## config.mk

```make
export PLATFORM = sky130hd
export DESIGN_NAME = rx_pingpong_buf
export DESIGN_NICKNAME = d
export VERILOG_FILES = /design/src/rtl/rxpp_pkg.sv /design/src/rtl/rxpp_ram.sv /design/src/rtl/rxpp_fill.sv /design/src/rtl/rxpp_reader.sv /design/src/rtl/rx_pingpong_buf.sv
export SDC_FILE = /design/constraint.sdc
export NUM_CORES = 1
export LEC_CHECK = 0
export ABC_CLOCK_PERIOD_IN_PS = 8100
export BUFFER_PORTS_ARGS = -buffer_cell sky130_fd_sc_hd__buf_4
export CORE_ASPECT_RATIO = 1.5
export CORE_MARGIN = 1.5
export CORE_UTILIZATION = 60
export CTS_CLUSTER_SIZE = 16
export DETAILED_ROUTE_END_ITERATION = 8
export PLACE_DENSITY = 0.88
export SLEW_MARGIN = 20
export SYNTH_ARGS = -nofsm -noshare
export SYNTH_HDL_FRONTEND = slang
export SYNTH_SLANG_ARGS = --single-unit
```

## constraint.sdc

```tcl
create_clock -name clk -period 8.1 [get_ports clk]
set_clock_uncertainty 0.2 [all_clocks]
set_input_delay 0.81 -clock clk [delete_from_list [all_inputs] [get_ports clk]]
set_output_delay 0.81 -clock clk [all_outputs]
set_load 0.01 [all_outputs]
```

## src/rtl/rxpp_pkg.sv

```systemverilog
package rxpp_pkg;
  typedef enum logic [1:0] {
    HS_FREE = 2'd0,
    HS_FILL = 2'd1,
    HS_FULL = 2'd2
  } half_st_t;
endpackage

```

## src/rtl/rxpp_ram.sv

```systemverilog
module rxpp_ram #(
  parameter int DW    = 8,
  parameter int DEPTH = 64,
  parameter int AW    = $clog2(DEPTH)
) (
  input  logic          clk,
  input  logic          we,
  input  logic [AW-1:0] waddr,
  input  logic [DW-1:0] wdata,
  input  logic          re,
  input  logic [AW-1:0] raddr,
  output logic [DW-1:0] q
);
  logic [DW-1:0] mem [DEPTH];

  always_ff @(posedge clk) begin
    if (we) mem[waddr] <= wdata;
  end

  always_ff @(posedge clk) begin
    if (re) q <= mem[raddr];
  end
endmodule

```

## src/rtl/rxpp_fill.sv

```systemverilog
module rxpp_fill #(
  parameter int DW      = 8,
  parameter int MAX_PKT = 64,
  parameter int AW      = $clog2(MAX_PKT),
  parameter int CW      = $clog2(MAX_PKT + 1)
) (
  input  logic          clk,
  input  logic          rst,
  input  logic          usb_wr,
  input  logic [DW-1:0] usb_data,
  input  logic          eop_good,
  input  logic          eop_bad,
  input  logic          wsel_free,
  output logic          wr_sel,
  output logic          filling,
  output logic          claim,
  output logic          commit,
  output logic          discard,
  output logic [CW-1:0] commit_cnt,
  output logic          ram_we,
  output logic [AW-1:0] ram_waddr,
  output logic [DW-1:0] ram_wdata
);
  localparam logic [CW-1:0] CAP = CW'(MAX_PKT);

  logic          active_q, drop_q, over_q, sel_q;
  logic [CW-1:0] wptr_q;
  logic          eop;

  assign eop        = eop_good || eop_bad;
  assign wr_sel     = sel_q;
  assign filling    = active_q;
  assign commit_cnt = wptr_q;
  assign ram_wdata  = usb_data;

  always_comb begin
    claim     = 1'b0;
    commit    = 1'b0;
    discard   = 1'b0;
    ram_we    = 1'b0;
    ram_waddr = active_q ? wptr_q[AW-1:0] : '0;
    if (eop) begin
      if (active_q) begin
        if (eop_good && !over_q) commit  = 1'b1;
        else                     discard = 1'b1;
      end else if (!drop_q && eop_good && wsel_free) begin
        commit = 1'b1;
      end
    end else if (usb_wr) begin
      if (active_q) begin
        ram_we = (wptr_q < CAP);
      end else if (!drop_q && wsel_free) begin
        claim  = 1'b1;
        ram_we = 1'b1;
      end
    end
  end

  always_ff @(posedge clk) begin
    if (rst) begin
      active_q <= 1'b0;
      drop_q   <= 1'b0;
      over_q   <= 1'b0;
      sel_q    <= 1'b0;
      wptr_q   <= '0;
    end else begin
      if (commit || discard) begin
        active_q <= 1'b0;
        over_q   <= 1'b0;
        wptr_q   <= '0;
        if (commit) sel_q <= ~sel_q;
      end else if (eop) begin
        drop_q <= 1'b0;
      end else if (claim) begin
        active_q <= 1'b1;
        wptr_q   <= CW'(1);
      end else if (usb_wr && active_q) begin
        if (ram_we) wptr_q <= wptr_q + CW'(1);
        else        over_q <= 1'b1;
      end else if (usb_wr && !active_q) begin
        drop_q <= 1'b1;
      end
    end
  end

  p_wptr_cap_r3: assert property (@(posedge clk) disable iff (rst)
    wptr_q <= CAP);
  p_drop_silent_r4: assert property (@(posedge clk) disable iff (rst)
    drop_q |-> !ram_we);
  p_over_discards_r3: assert property (@(posedge clk) disable iff (rst)
    (over_q && active_q && eop) |-> !commit);
endmodule

```

## src/rtl/rxpp_reader.sv

```systemverilog
module rxpp_reader #(
  parameter int            DW       = 8,
  parameter int            MAX_PKT  = 64,
  parameter logic [DW-1:0] FILL_VAL = '1,
  parameter int            AW       = $clog2(MAX_PKT),
  parameter int            CW       = $clog2(MAX_PKT + 1)
) (
  input  logic          clk,
  input  logic          rst,
  input  logic          cpu_rd,
  input  logic          cpu_done,
  input  logic          cpu_clear,
  input  logic          wr_sel,
  input  logic          sel_full,
  input  logic [CW-1:0] sel_cnt,
  input  logic [DW-1:0] ram_q0,
  input  logic [DW-1:0] ram_q1,
  output logic          rd_sel,
  output logic          release_half,
  output logic          ram_re,
  output logic [AW-1:0] ram_raddr,
  output logic [DW-1:0] rdata,
  output logic          rvalid,
  output logic          err_over,
  output logic          err_empty
);
  logic          sel_q, rvalid_q, fill_q, bsel_q, over_q, empty_q;
  logic [CW-1:0] rptr_q;
  logic          hit;

  assign hit          = cpu_rd && sel_full && (rptr_q < sel_cnt);
  assign ram_re       = hit;
  assign ram_raddr    = rptr_q[AW-1:0];
  assign release_half = cpu_done && sel_full;
  assign rd_sel       = sel_q;
  assign rvalid       = rvalid_q;
  assign err_over     = over_q;
  assign err_empty    = empty_q;
  assign rdata        = fill_q ? FILL_VAL : (bsel_q ? ram_q1 : ram_q0);

  always_ff @(posedge clk) begin
    if (rst) begin
      sel_q    <= 1'b0;
      rptr_q   <= '0;
      rvalid_q <= 1'b0;
      fill_q   <= 1'b1;
      bsel_q   <= 1'b0;
      over_q   <= 1'b0;
      empty_q  <= 1'b0;
    end else begin
      rvalid_q <= cpu_rd;
      if (cpu_rd) begin
        fill_q <= !hit;
        bsel_q <= sel_q;
      end
      if (hit) rptr_q <= rptr_q + CW'(1);
      if (cpu_clear) begin
        over_q  <= 1'b0;
        empty_q <= 1'b0;
      end else if (cpu_rd && !hit) begin
        if (sel_full) over_q  <= 1'b1;
        else          empty_q <= 1'b1;
      end
      if (cpu_clear) begin
        sel_q  <= wr_sel;
        rptr_q <= '0;
      end else if (release_half) begin
        sel_q  <= ~sel_q;
        rptr_q <= '0;
      end
    end
  end

  p_rvalid_r10: assert property (@(posedge clk) disable iff (rst)
    cpu_rd |=> rvalid_q);
  p_over_flag_r6: assert property (@(posedge clk) disable iff (rst)
    (cpu_rd && sel_full && (rptr_q >= sel_cnt) && !cpu_clear) |=> over_q);
  p_empty_flag_r7: assert property (@(posedge clk) disable iff (rst)
    (cpu_rd && !sel_full && !cpu_clear) |=> empty_q);
  p_rptr_bound_r6: assert property (@(posedge clk) disable iff (rst)
    sel_full |-> (rptr_q <= sel_cnt));
  p_idle_done_r9: assert property (@(posedge clk) disable iff (rst)
    (cpu_done && !sel_full && !cpu_clear) |=> $stable(sel_q));
endmodule

```

## src/rtl/rx_pingpong_buf.sv

```systemverilog
module rx_pingpong_buf #(
  parameter int            DW       = 8,
  parameter int            MAX_PKT  = 64,
  parameter logic [DW-1:0] FILL_VAL = '1
) (
  input  logic                         clk,
  input  logic                         rst,
  input  logic                         usb_wr,
  input  logic [DW-1:0]                usb_data,
  input  logic                         usb_eop_good,
  input  logic                         usb_eop_bad,
  output logic                         usb_nak,
  input  logic                         cpu_rd,
  input  logic                         cpu_done,
  input  logic                         cpu_clear,
  output logic [DW-1:0]                cpu_rdata,
  output logic                         cpu_rvalid,
  output logic [$clog2(MAX_PKT+1)-1:0] cpu_size,
  output logic                         rx_ready,
  output logic                         err_over,
  output logic                         err_empty
);
  import rxpp_pkg::*;

  localparam int AW     = $clog2(MAX_PKT);
  localparam int CW     = $clog2(MAX_PKT + 1);
  localparam int NHALF  = 2;

  half_st_t      half_st  [NHALF];
  logic [CW-1:0] half_cnt [NHALF];
  logic [DW-1:0] ram_q    [NHALF];

  logic          wr_sel, filling, claim, commit, discard;
  logic [CW-1:0] commit_cnt;
  logic          w_we;
  logic [AW-1:0] w_addr;
  logic [DW-1:0] w_data;
  logic          rd_sel, release_half, r_re;
  logic [AW-1:0] r_addr;
  logic          wsel_free, sel_full;
  logic [CW-1:0] sel_cnt;

  logic          nak_q, ready_q;
  logic [CW-1:0] size_q;

  assign wsel_free = (half_st[wr_sel] == HS_FREE);
  assign sel_full  = (half_st[rd_sel] == HS_FULL);
  assign sel_cnt   = half_cnt[rd_sel];

  rxpp_fill #(.DW(DW), .MAX_PKT(MAX_PKT), .AW(AW), .CW(CW)) u_fill (
    .clk(clk), .rst(rst), .usb_wr(usb_wr), .usb_data(usb_data),
    .eop_good(usb_eop_good), .eop_bad(usb_eop_bad), .wsel_free(wsel_free),
    .wr_sel(wr_sel), .filling(filling), .claim(claim), .commit(commit),
    .discard(discard), .commit_cnt(commit_cnt),
    .ram_we(w_we), .ram_waddr(w_addr), .ram_wdata(w_data)
  );

  rxpp_reader #(.DW(DW), .MAX_PKT(MAX_PKT), .FILL_VAL(FILL_VAL), .AW(AW), .CW(CW)) u_reader (
    .clk(clk), .rst(rst), .cpu_rd(cpu_rd), .cpu_done(cpu_done),
    .cpu_clear(cpu_clear), .wr_sel(wr_sel), .sel_full(sel_full),
    .sel_cnt(sel_cnt), .ram_q0(ram_q[0]), .ram_q1(ram_q[1]),
    .rd_sel(rd_sel), .release_half(release_half), .ram_re(r_re),
    .ram_raddr(r_addr), .rdata(cpu_rdata), .rvalid(cpu_rvalid),
    .err_over(err_over), .err_empty(err_empty)
  );

  for (genvar g = 0; g < NHALF; g++) begin : g_half
    logic we_g, re_g;
    assign we_g = w_we && (wr_sel == 1'(g));
    assign re_g = r_re && (rd_sel == 1'(g));

    rxpp_ram #(.DW(DW), .DEPTH(MAX_PKT), .AW(AW)) u_ram (
      .clk(clk), .we(we_g), .waddr(w_addr), .wdata(w_data),
      .re(re_g), .raddr(r_addr), .q(ram_q[g])
    );

    p_port_split_r4: assert property (@(posedge clk) disable iff (rst)
      !(we_g && re_g));
    p_commit_full_r2: assert property (@(posedge clk) disable iff (rst)
      (commit && wr_sel == 1'(g)) |=> (half_st[g] == HS_FULL));
    p_clear_spares_fill_r8: assert property (@(posedge clk) disable iff (rst)
      (cpu_clear && half_st[g] == HS_FILL && !commit && !discard) |=> (half_st[g] == HS_FILL));
    p_release_frees_r5: assert property (@(posedge clk) disable iff (rst)
      (release_half && rd_sel == 1'(g)) |=> (half_st[g] == HS_FREE));
  end

  always_ff @(posedge clk) begin
    if (rst) begin
      for (int i = 0; i < NHALF; i++) begin
        half_st[i]  <= HS_FREE;
        half_cnt[i] <= '0;
      end
    end else begin
      for (int i = 0; i < NHALF; i++) begin
        if (commit && wr_sel == 1'(i)) begin
          half_st[i]  <= HS_FULL;
          half_cnt[i] <= commit_cnt;
        end else if (discard && wr_sel == 1'(i)) begin
          half_st[i] <= HS_FREE;
        end else if (release_half && rd_sel == 1'(i)) begin
          half_st[i] <= HS_FREE;
        end else if (cpu_clear && half_st[i] == HS_FULL) begin
          half_st[i] <= HS_FREE;
        end else if (claim && wr_sel == 1'(i)) begin
          half_st[i] <= HS_FILL;
        end
      end
    end
  end

  always_ff @(posedge clk) begin
    if (rst) begin
      nak_q   <= 1'b0;
      ready_q <= 1'b0;
      size_q  <= '0;
    end else begin
      nak_q   <= !wsel_free && !filling;
      ready_q <= sel_full;
      size_q  <= sel_full ? sel_cnt : '0;
    end
  end

  assign usb_nak  = nak_q;
  assign rx_ready = ready_q;
  assign cpu_size = size_q;

  p_single_fill_r4: assert property (@(posedge clk) disable iff (rst)
    $countones({half_st[0] == HS_FILL, half_st[1] == HS_FILL}) <= 1);
  p_size_idle_r5: assert property (@(posedge clk) disable iff (rst)
    !rx_ready |-> (cpu_size == '0));
endmodule

```

==> flow_metrics.py <==
metrics = {
    "worst_hold_path": {
        "min_to": "u_reader.err_empty",
        "hold_depth": 2,
        "hold_class": "input port to flip-flop",
        "min-delay-start": "cpu_clear",
    },
    "critical_path": {
        "r2r_slack_ns": 3.65,
        "path_delay_family": "flip-flops",
        "critPathMaxFanout": 59,
        "critPathBufInv": 1,
        "cp_slowest_cell": "dfxtp_4",
        "critical_path.most_common_cell": "a22oi_1",
        "rr_worst_depth": 6,
        "required_ns": 8.34,
        "path_class": "flip-flop to flip-flop",
        "worst_r2r_endpoint": "g_half[0].u_ram.q[5]",
        "arrival_ns": 4.69,
        "crit_chain": "buf_4 > mux2i_1 > a22oi_1 > nand3_1 > a22oi_1 > a22o_1",
        "slowest_delay_ns": 0.99,
        "worstSetupEndpointType": "flip-flop",
        "worstSetupStartpointType": "flip-flop",
        "r2r_start": "u_reader.rptr_q[1]",
    },
    "sta": {
        "fmax_ghz": 0.224,
        "fin_setup_tns_ns": 0,
        "hold_viol": 0,
        "slew_headroom_pct": 14.9,
        "maxSlewViolCount": 0,
        "fin_crit_sh_pct": 55.0,
        "tightestPinTransition_ns": 1.27,
        "setup_viol": 0,
        "period_needed_ns": 4.45,
        "fin_ws_ns": 3.65,
        "rsz0062_at_grt": "no",
    },
    "clock_tree": {
        "clockRootBuffer": "clkbuf_16",
        "clock_latency_ns": 0.68,
        "cts.path.max_buffers": 3,
        "cts_buffers": 89,
        "cts-hold-fix-buffers": 0,
        "post_cts_buffers": 0,
        "clk_transition_reported_paths_ns": 0.07,
        "cts_tree": "done",
        "htreeDepth": 3,
        "numClockSinks": 1093,
        "cts.repair.resized": 0,
    },
    "yosys": {
        "netlist_top_cells_count": "edfxtp_1 (1057), nor2_1 (189), mux4_2 (187)",
        "synth_most_common_cell": "edfxtp_1",
        "synth-seq-cells": 1093,
        "synth_flop_cell": "edfxtp_1",
        "synth_top_area_cell": "edfxtp_1",
        "synth_top_cell_area_share_pct": 73.9,
        "synth_area_leaders": "edfxtp_1 (74%), mux4_2 (9.8%), mux2i_1 (4.0%)",
        "synth_cells": 2214,
        "syn_nets": 2238,
        "synth_warnings": 0,
        "syn_avg_cell_area_um2": 19.4,
        "synth-seq-area-share_pct": 75.6,
        "post_synth_num_cell_types": 67,
        "synth_async_sr_flop_share_pct": 0,
        "syn_area_mm2": 0.0429,
        "synth_enable_flop_cells": 1057,
    },
    "run": {
        "drv_cap": 0,
    },
    "placed_design": {
        "port_buffers": 35,
        "dp_cells": 3070,
        "hpwl_um": 68900,
        "pre_cts_ws_ns": 4.02,
        "place_congestion": 1.09,
    },
    "run_status": {
        "status": "finished with violations",
        "violations": "DRC",
    },
    "die": {
        "start_util_pct": 60.8,
        "die_area_mm2": 0.0732,
        "core_mm2": 0.0706,
        "ios": 36,
        "fp-row-count": 119,
        "die_h_um": 331,
        "die_width_um": 221,
    },
    "final_layout": {
        "drive_gt1_share_pct": 18.7,
        "antennaDiodeCount": 0,
        "nets": 2279,
        "area_growth_pct": 9.33,
        "fillers": 4071,
        "finalNonFillerCells": 3229,
    },
    "global_route": {
        "grt_pass1_wl_um": 169000,
        "antenna_found_initial": 9,
        "grt_pass1_vias": 24100,
        "grt_usage_pct": 32.8,
        "grt_overflow": 0,
        "grt_max_degree": 122,
    },
    "route": {
        "drc_errors": 1,
        "drt-total-wl_um": 118000,
        "drt_iter0_markers": 4456,
        "routed_via_density": 7.41,
        "avgRoutedWirePerCell_um": 36.6,
        "num_vias": 23900,
        "ant_nets": 0,
        "dr.pass1.iters": 9,
    },
    "pwr": {
        "power_leakage_nw": 14.1,
        "power_mw": 11.3,
        "p_per_area_mw_per_mm2": 240,
        "ir_drop_uv": 186,
    },
}
[layer usage]
metal	GRT usage [%]	up-vias	share of wire [%]
met2	53.0	2416	48
li1	-	9078	-
met1	35.9	11700	29
met5	0	-	0.14
met3	10.4	732	13
met4	26.6	18	10
[kinds of logic (layout without fill, tap and decap cells)]
group                      count (synthesis)  after routing  share of synthesized area (%)
buffers and inverters                    127            235                           1.68
xor gates and xnor gates                  13             13                          0.265
muxes                                    380            380                           14.4
DFF                                     1093           1093                           75.6
and+or+nand+nor                          370            370                           3.96
AOI/OAI and AO/OA                        223            223                           3.82
adders and majority gates                  8              8                          0.233
[sequential cells by signal, indices dropped and copies added (netlist names), named ones only]
signal,cells
g_half.u_ram.mem,1024
g_half.u_ram.q,16
half_cnt,14
cpu_size,7
u_fill.commit_cnt,7
u_reader.rptr_q,7
half_st,4
rx_ready,1
u_fill.drop_q,1
u_fill.filling,1
u_fill.over_q,1
u_fill.wr_sel,1
u_reader.bsel_q,1
u_reader.err_empty,1
u_reader.err_over,1
u_reader.fill_q,1
u_reader.rd_sel,1
u_reader.rvalid,1
usb_nak,1
[through the flow]
step,util (%),hold WS (ns),instance area (um^2)
6_report,66.5,0.155,46900
5_1_grt,66.5,0.163,46900
4_1_cts,66.5,0.156,46900
3_5_place_dp,62.2,0.298,43900
3_3_place_gp,62.2,0.261,43900
2_1_floorplan,-,0.248,42900
[worst reg2reg max path, delay by kind of cell (launching register included)]
kind            cells  cell delay, ns
flops               1            0.99
simple gates        1            0.27
compound gates      3            0.81
buf+inv             1            0.95
mux                 1            0.99
[where the power goes]
| part | switching (mW) | internal, mW |
|---|---|---|
| logic | 0.341 | 0.169 |
| clock network | 1.99 | 2.50 |
| registers | 0.0437 | 6.24 |
| total | 2.37 | 8.90 |
[placed cells by master (no fill, tap or decap), types with 5 or more instances in the layout]
cell type | synthesis | layout
a2111oi_0 | 8 | 6
a2111oi_2 | 5 | 5
a211o_1 | 14 | 14
a211oi_1 | 19 | 17
a21oi_1 | 32 | 32
a221oi_1 | 8 | 8
a22o_1 | 6 | 6
a22oi_1 | 46 | 46
and2_1 | 15 | 15
buf_4 | 27 | 68
bufinv_16 | 0 | 12
clkbuf_1 | 43 | 9
clkbuf_16 | 0 | 93
clkinv_1 | 0 | 20
clkinv_2 | 0 | 13
dfxtp_1 | 36 | 32
edfxtp_1 | 1057 | 1057
ha_1 | 8 | 8
inv_1 | 6 | 6
mux2_2 | 19 | 19
mux2i_1 | 173 | 172
mux4_2 | 187 | 187
nand2_1 | 44 | 44
nand2b_1 | 10 | 10
nand3_1 | 32 | 32
nand4_1 | 9 | 9
nor2_1 | 189 | 187
nor2b_1 | 23 | 23
nor3_1 | 17 | 16
nor4_1 | 6 | 6
o21ai_0 | 13 | 13
o221ai_1 | 15 | 15
o22ai_1 | 30 | 30
or2_2 | 7 | 7
xnor2_1 | 9 | 9
[how the worst max path moves through the flow]
stage / startpoint / end / slack (ns) / cells past startpoint
finish: u_reader.rptr_q[1] / g_half[0].u_ram.q[5] / 3.65 / 6
global route: u_reader.rptr_q[1] / g_half[0].u_ram.q[5] / 3.72 / 6
CTS: u_reader.rptr_q[1] / g_half[0].u_ram.q[6] / 3.95 / 5
detailed placement: u_reader.rptr_q[1] / g_half[0].u_ram.q[6] / 4.02 / 6
global placement: u_reader.rptr_q[2] / g_half[0].u_ram.q[2] / 3.84 / 6
floorplan: flip-flop / g_half[0].u_ram.q[0] / 5.26 / 7
[cell type report]
class                   count  area [um^2]  share of cell area, %
well taps                 907         1130                   2.42
inverters                   7         26.3                 0.0560
multi-input cells         994         9770                   20.8
flip-flops and latches   1093        32500                   69.2
repair buffers             70          551                   1.17
clock buffers             104         2390                   5.09
clock inverters            54          583                   1.24
Power figures use the tool's default switching activity.
